<file path="config.mk">
export PLATFORM = sky130hd
export DESIGN_NAME = pci_park_arbiter
export DESIGN_NICKNAME = d
export VERILOG_FILES = /design/src/rtl/pci_park_pkg.sv /design/src/rtl/pci_park_busmon.sv /design/src/rtl/pci_park_rr_pick.sv /design/src/rtl/pci_park_grant_ctl.sv /design/src/rtl/pci_park_arbiter.sv
export SDC_FILE = /design/constraint.sdc
export NUM_CORES = 1
export LEC_CHECK = 0
export CORE_UTILIZATION = 25
export CTS_CLUSTER_DIAMETER = 150
export DETAILED_ROUTE_END_ITERATION = 6
export PLACE_DENSITY = 0.4
export REMOVE_ABC_BUFFERS = 1
export SLEW_MARGIN = 20
export SYNTH_ARGS = -nofsm -noshare
export SYNTH_HDL_FRONTEND = slang
export SYNTH_SLANG_ARGS = --single-unit
</file>
<file path="constraint.sdc">
create_clock -name clk -period 4.7 [get_ports clk]
set_input_delay 0.94 -clock clk [delete_from_list [all_inputs] [get_ports clk]]
set_output_delay 0.94 -clock clk [all_outputs]
set_load 0.05 [all_outputs]
</file>
<file path="src/rtl/pci_park_pkg.sv">
package pci_park_pkg;

   // Bus phase as seen at one rising edge
   typedef enum logic [1:0] {
      PH_IDLE  = 2'd0,   // FRAME# high, IRDY# high
      PH_FINAL = 2'd1,   // FRAME# high, IRDY# low: last data phase
      PH_START = 2'd2,   // FRAME# newly low
      PH_BUSY  = 2'd3    // FRAME# low for more than one edge
   } bus_phase_e;

   function automatic logic phase_allows_decision(input bus_phase_e ph);
      return (ph == PH_IDLE) || (ph == PH_FINAL);
   endfunction

endpackage

</file>
<file path="src/rtl/pci_park_busmon.sv">
module pci_park_busmon
   import pci_park_pkg::*;
(
   input  logic       clk,
   input  logic       rst_n,
   input  logic       frame_n,
   input  logic       irdy_n,
   output bus_phase_e phase
);

   logic frame_prev_q;
   logic frame_now;

   assign frame_now = ~frame_n;

   always_ff @(posedge clk) begin
      if (!rst_n) frame_prev_q <= 1'b0;
      else        frame_prev_q <= frame_now;
   end

   always_comb begin
      if (frame_now && !frame_prev_q) phase = PH_START;
      else if (frame_now)             phase = PH_BUSY;
      else if (!irdy_n)               phase = PH_FINAL;
      else                            phase = PH_IDLE;
   end

   // A busy phase can only follow a cycle in which FRAME# was already low
   AST_BUSY_AFTER_FRAME: assert property (@(posedge clk) disable iff (!rst_n)
      (phase == PH_BUSY) |-> frame_prev_q) else $error("busy without prior frame");

endmodule

</file>
<file path="src/rtl/pci_park_rr_pick.sv">
module pci_park_rr_pick #(
   parameter int NUM_M = 6,
   localparam int IW = (NUM_M > 1) ? $clog2(NUM_M) : 1
) (
   input  logic             clk,
   input  logic             rst_n,
   input  logic [NUM_M-1:0] req,
   input  logic [IW-1:0]    last_idx,
   output logic             any,
   output logic [IW-1:0]    win
);

   // Scan upward from the master after last_idx, wrapping around
   always_comb begin
      any = 1'b0;
      win = '0;
      for (int off = 1; off <= NUM_M; off++) begin
         int cand;
         cand = int'(last_idx) + off;
         if (cand >= NUM_M) cand = cand - NUM_M;
         if (!any && req[cand]) begin
            any = 1'b1;
            win = IW'(cand);
         end
      end
   end

   AST_WIN_IS_REQUESTER: assert property (@(posedge clk) disable iff (!rst_n)
      any |-> req[win]) else $error("winner not requesting");
   AST_ANY_MATCHES_REQ: assert property (@(posedge clk) disable iff (!rst_n)
      any == (|req)) else $error("request flag mismatch");

endmodule

</file>
<file path="src/rtl/pci_park_grant_ctl.sv">
module pci_park_grant_ctl
   import pci_park_pkg::*;
#(
   parameter int NUM_M = 6,
   localparam int IW = (NUM_M > 1) ? $clog2(NUM_M) : 1
) (
   input  logic             clk,
   input  logic             rst_n,
   input  bus_phase_e       phase,
   input  logic             req_any,
   input  logic [IW-1:0]    win_idx,
   output logic [NUM_M-1:0] gnt_q,
   output logic [IW-1:0]    ptr_q
);

   logic [NUM_M-1:0] gnt_d1_q;      // grant driven one cycle earlier
   logic [IW-1:0]    last_q;        // last-active (park) master
   logic [NUM_M-1:0] gnt_nx;
   logic [IW-1:0]    last_nx;
   logic [IW-1:0]    ptr_nx;
   logic [IW-1:0]    tgt_idx;
   logic [IW-1:0]    owner_idx;
   logic [IW-1:0]    starter_idx;
   logic             owner_vld;
   logic             starter_vld;

   function automatic logic [IW-1:0] enc(input logic [NUM_M-1:0] v);
      logic [IW-1:0] r;
      r = '0;
      for (int i = 0; i < NUM_M; i++)
         if (v[i]) r = IW'(i);
      return r;
   endfunction

   function automatic logic [NUM_M-1:0] dec(input logic [IW-1:0] i);
      logic [NUM_M-1:0] r;
      r = '0;
      for (int k = 0; k < NUM_M; k++)
         if (IW'(k) == i) r[k] = 1'b1;
      return r;
   endfunction

   assign owner_vld   = |gnt_q;
   assign owner_idx   = enc(gnt_q);
   assign starter_vld = |gnt_d1_q;
   assign starter_idx = enc(gnt_d1_q);
   assign tgt_idx     = req_any ? win_idx : last_q;

   always_comb begin
      gnt_nx  = gnt_q;
      last_nx = last_q;
      ptr_nx  = ptr_q;
      unique case (phase)
         PH_START: begin
            // Credit the start to the master that saw its grant one edge ago
            if (starter_vld) begin
               gnt_nx  = dec(starter_idx);
               last_nx = starter_idx;
               ptr_nx  = starter_idx;
            end
         end
         PH_BUSY: begin
            gnt_nx = gnt_q;
         end
         default: begin
            if (!owner_vld) begin
               gnt_nx = dec(tgt_idx);
               ptr_nx = tgt_idx;
            end else if (owner_idx != tgt_idx) begin
               gnt_nx = '0;   // dead cycle before a hand-over
            end
         end
      endcase
   end

   always_ff @(posedge clk) begin
      if (!rst_n) begin
         gnt_q    <= '0;
         gnt_d1_q <= '0;
         last_q   <= '0;
         ptr_q    <= IW'(NUM_M - 1);
      end else begin
         gnt_q    <= gnt_nx;
         gnt_d1_q <= gnt_q;
         last_q   <= last_nx;
         ptr_q    <= ptr_nx;
      end
   end

   AST_AT_MOST_ONE: assert property (@(posedge clk) disable iff (!rst_n)
      $onehot0(gnt_q)) else $error("more than one grant");
   AST_GAP_ON_HANDOVER: assert property (@(posedge clk) disable iff (!rst_n)
      ((|gnt_q) && (|gnt_d1_q)) |-> (gnt_q == gnt_d1_q)) else $error("no gap");
   AST_HOLD_IN_TRANSFER: assert property (@(posedge clk) disable iff (!rst_n)
      (phase == PH_BUSY) |=> (gnt_q == $past(gnt_q))) else $error("grant moved mid transfer");
   AST_RACE_REGRANT: assert property (@(posedge clk) disable iff (!rst_n)
      ((phase == PH_START) && !(|gnt_q) && (|gnt_d1_q)) |=> (gnt_q == $past(gnt_d1_q)))
      else $error("race not re-granted");
   AST_PARK_STABLE: assert property (@(posedge clk) disable iff (!rst_n)
      ((phase == PH_IDLE) && !req_any && (gnt_q == dec(last_q))) |=> $stable(gnt_q))
      else $error("park moved");
   AST_NEW_GRANT_WHEN_FREE: assert property (@(posedge clk) disable iff (!rst_n)
      ((|gnt_nx) && (gnt_nx != gnt_q)) |-> (phase_allows_decision(phase) || phase == PH_START))
      else $error("decision mid transfer");

endmodule

</file>
<file path="src/rtl/pci_park_arbiter.sv">
module pci_park_arbiter
   import pci_park_pkg::*;
#(
   parameter int NUM_MASTERS = 6,
   localparam int IW = (NUM_MASTERS > 1) ? $clog2(NUM_MASTERS) : 1
) (
   input  logic                   clk,
   input  logic                   rst_n,
   input  logic [NUM_MASTERS-1:0] req_n,
   input  logic                   frame_n,
   input  logic                   irdy_n,
   output logic [NUM_MASTERS-1:0] gnt_n
);

   if (NUM_MASTERS < 2 || NUM_MASTERS > 32) begin : g_bad_count
      $error("NUM_MASTERS must lie between 2 and 32");
   end

   bus_phase_e             phase;
   logic [NUM_MASTERS-1:0] req;
   logic [NUM_MASTERS-1:0] gnt_q;
   logic [IW-1:0]          ptr_q;
   logic [IW-1:0]          win_idx;
   logic                   req_any;

   assign req   = ~req_n;
   assign gnt_n = ~gnt_q;

   pci_park_busmon u_busmon (
      .clk     (clk),
      .rst_n   (rst_n),
      .frame_n (frame_n),
      .irdy_n  (irdy_n),
      .phase   (phase)
   );

   pci_park_rr_pick #(.NUM_M(NUM_MASTERS)) u_pick (
      .clk      (clk),
      .rst_n    (rst_n),
      .req      (req),
      .last_idx (ptr_q),
      .any      (req_any),
      .win      (win_idx)
   );

   pci_park_grant_ctl #(.NUM_M(NUM_MASTERS)) u_ctl (
      .clk     (clk),
      .rst_n   (rst_n),
      .phase   (phase),
      .req_any (req_any),
      .win_idx (win_idx),
      .gnt_q   (gnt_q),
      .ptr_q   (ptr_q)
   );

   AST_RESET_CLEARS: assert property (@(posedge clk)
      !rst_n |=> (gnt_n == '1)) else $error("grant after reset");

endmodule

</file>
==> flow_summary.yaml, run 1 <==
timing:
  finClkSkew_ns: 0.00131
  rsz0062_at_grt: "false"
  slew_viol_final: 0
  worstMarginPinSlew_ns: 0.782
  maxSlewHeadroom: 0.472
  fin_tns_setup_ns: 0
  setup_viol: 0
  timing.final.crit_share: 0.874
  period_minus_slack_ns: 4.11
  max_freq_mhz: 244
  finalHoldViolCount: 0
synth:
  syn_avg_cell_area_um2: 8.20
  seq_area_frac_synth: 0.188
  ys_top_cells_by_area: "dfxtp_1 (19%), ha_1 (7.4%), a21oi_1 (5.7%), mux2i_1 (4.4%), mux2_4 (4.4%)"
  synth_seq_cells: 19
  ys.flop_type: "dfxtp_1"
  synthesis.area_um2: 2020
  async_flop_share: 0
  ys_warn_count: 0
  synth_top_cell_by_area: "dfxtp_1"
  yosys.area.top_type_share: 0.188
  synthCells: 247
  synth_edf_count: 0
  ys_types: 67
critical_path:
  crit_required_ns: 4.85
  cp-start-kind: "flip-flop"
  r2r_cells: 12
  rr_startpoint: "u_ctl.ptr_q[1]$_SDFFE_PN0P_"
  reg2reg_slack_ns: 0.59
  arrival_ns: 4.26
  crit_path_end_kind: "flip-flop"
  worstReg2RegEnd: "u_ctl.gnt_q[3]$_SDFFE_PN0P_"
  crit_type: "flip-flop to flip-flop"
  path_max_fanout: 8
drt:
  routed_via_density: 5.07
  dr.pass1.iters: 4
  ant_nets: 0
  drc: 0
  wl_per_cell_um: 15.2
  routed_wl_um: 5550
  via_count: 1855
  drtIter0Drc: 48
run:
  drv_cap: 0
die:
  dieArea_um2: 8460
  row_count: 32
  core_um2: 7770
  pin_count: 16
  dieHeight_um: 92.0
  die_w_um: 92.0
  start_util: 0.261
place:
  place_congestion: 0.780
  dpl.hpwl_um: 4410
  io_buffer_count: 14
global_routing:
  grt_use_total: 0.138
  grt_overflow_total: 0
  antenna_found_initial: 0
  grt_pass1_wl_um: 9290
  grt_pass1_vias: 1935
  met3_usage: 0.0141
  grt.busiest_layer: "met2"
  grt.met2_usage: 0.254
  grt_max_degree: 25
  grtUsageMet1: 0.163
clock_tree:
  cts_resized: 0
  hold_buffers: 0
  cts_setup_buffers: 0
  cts-root-buf: "clkbuf_8"
  cts_tree: "built"
  clock_sink_count: 19
  clk_pin_slew_ns: 0.07
  clock_latency_ns: 0.26
  cts.htree.levels: 1
  cts_buffer_depth: 2
  numCtsBuffers: 3
final_layout:
  final_cell_mix: "a21oi_1 (23), nand2_1 (21), dfxtp_1 (19)"
  layout_commonest_cell: "a21oi_1"
  antenna_cells: 0
  layout-drive-gt1-share: 0.159
  area_growth_syn_to_layout_pct: 14.8
  fin_nets: 287
min_path:
  hold_start: "u_ctl.last_q[0]$_SDFFE_PN0P_"
  whs_path_depth: 2
  whs_endpoint: "u_ctl.last_q[0]$_SDFFE_PN0P_"
  hp-class: "flip-flop to flip-flop"
run_status:
  status: "completed"
-- metrics by stage --
step	utilization	hold slack, ns	instance area (um^2)	instances	worst slack [ns]
2_1_floorplan	-	0.436	1970	241	0.507
3_3_place_gp	0.293	0.449	2280	362	0.383
3_5_place_dp	0.293	0.447	2280	362	0.378
4_1_cts	0.299	0.458	2320	366	0.576
5_1_grt	0.299	0.480	2320	366	0.257
6_report	0.299	0.458	2320	366	0.593
-- layout make-up --
class / count / area (um^2)
clock inverters: 1 / 5.00
repair buffers: 19 / 178
fillers: 879 / 5440
clock buffers: 3 / 41.3
well taps: 102 / 128
inverters: 20 / 75.1
flip-flops and latches: 19 / 380
multi-input cells: 202 / 1520
-- Yosys cell counts (4+ instances only) --
library cell  instances
a21oi_1              23
nand2_1              21
nand4_1               4
dfxtp_1              19
nand3_1               4
mux2_4                6
inv_1                17
mux2i_1               9
nor3_1                9
nor2_1               17
or3_1                 5
a21o_1                4
o21ai_0              16
xnor2_1               4
ha_1                 12
-- layer usage --
| metal | vias up | routed length, um | part of all wire |
|---|---|---|---|
| met1 | 869 | 2530 | 0.46 |
| li1 | 942 | - | - |
| met2 | 31 | 2710 | 0.49 |
| met4 | 0 | 157 | 0.028 |
| met3 | 13 | 146 | 0.026 |
| met5 | - | 0 | 0 |
-- flip-flops by register name, summed over array words and instances, names as in the netlist --
| signal | count |
|---|---|
| u_ctl.ptr_q | 3 |
| u_ctl.gnt_d1_q | 6 |
| u_busmon.frame_prev_q | 1 |
| u_ctl.gnt_q | 6 |
| u_ctl.last_q | 3 |
-- critical path, cell delays in order (launching register included) --
cell	delay (ns)
dfxtp_1	0.48
inv_1	0.10
buf_4	0.19
ha_1	0.39
a211oi_2	0.35
xnor2_1	0.12
o311ai_0	0.70
a211oi_1	0.11
o32a_1	0.32
nor4_1	0.28
a21oi_2	0.12
a211oi_4	0.47
mux2_4	0.34
-- how the worst max path moves through the flow --
stage                                startpoint                          end  depth (start not counted)
floorplan           u_ctl.ptr_q[0]$_SDFFE_PN1P_  u_ctl.gnt_q[1]$_SDFFE_PN0P_                         13
global placement                       req_n[2]  u_ctl.gnt_q[3]$_SDFFE_PN0P_                         10
CTS                 u_ctl.ptr_q[1]$_SDFFE_PN0P_  u_ctl.gnt_q[3]$_SDFFE_PN0P_                         12
detailed placement                     req_n[2]  u_ctl.gnt_q[5]$_SDFFE_PN0P_                         10
global route        u_ctl.ptr_q[1]$_SDFFE_PN0P_  u_ctl.gnt_q[3]$_SDFFE_PN0P_                         12
finish              u_ctl.ptr_q[1]$_SDFFE_PN0P_  u_ctl.gnt_q[3]$_SDFFE_PN0P_                         12
-- kinds of logic (layout without fill, tap and decap cells) --
kind of cell / Yosys count / after routing / synth area share
adder cells (fa/ha/maj): 12 / 12 / 0.0742
buffers and inverters: 26 / 43 / 0.0630
AND/OR/NAND/NOR: 87 / 87 / 0.240
AO/OA/AOI/OAI: 78 / 78 / 0.284
multiplexers: 19 / 19 / 0.118
XOR/XNOR: 6 / 6 / 0.0334
flip-flops: 19 / 19 / 0.188
Power of run 1 is not shown: default switching activity piles up to over one toggle a cycle in this logic, so the estimate is an artifact.
==> run 2, diff against run 1 <==
--- a/config.mk
+++ b/config.mk
@@ -10,7 +10,6 @@
 export DETAILED_ROUTE_END_ITERATION = 6
 export PLACE_DENSITY = 0.4
 export REMOVE_ABC_BUFFERS = 1
-export SLEW_MARGIN = 20
 export SYNTH_ARGS = -nofsm -noshare
 export SYNTH_HDL_FRONTEND = slang
 export SYNTH_SLANG_ARGS = --single-unit
==> results of run 2 <==
Same layout as run 1: the final DEF is identical, and so are final timing and power.
Power of run 2 is left out for the same reason.
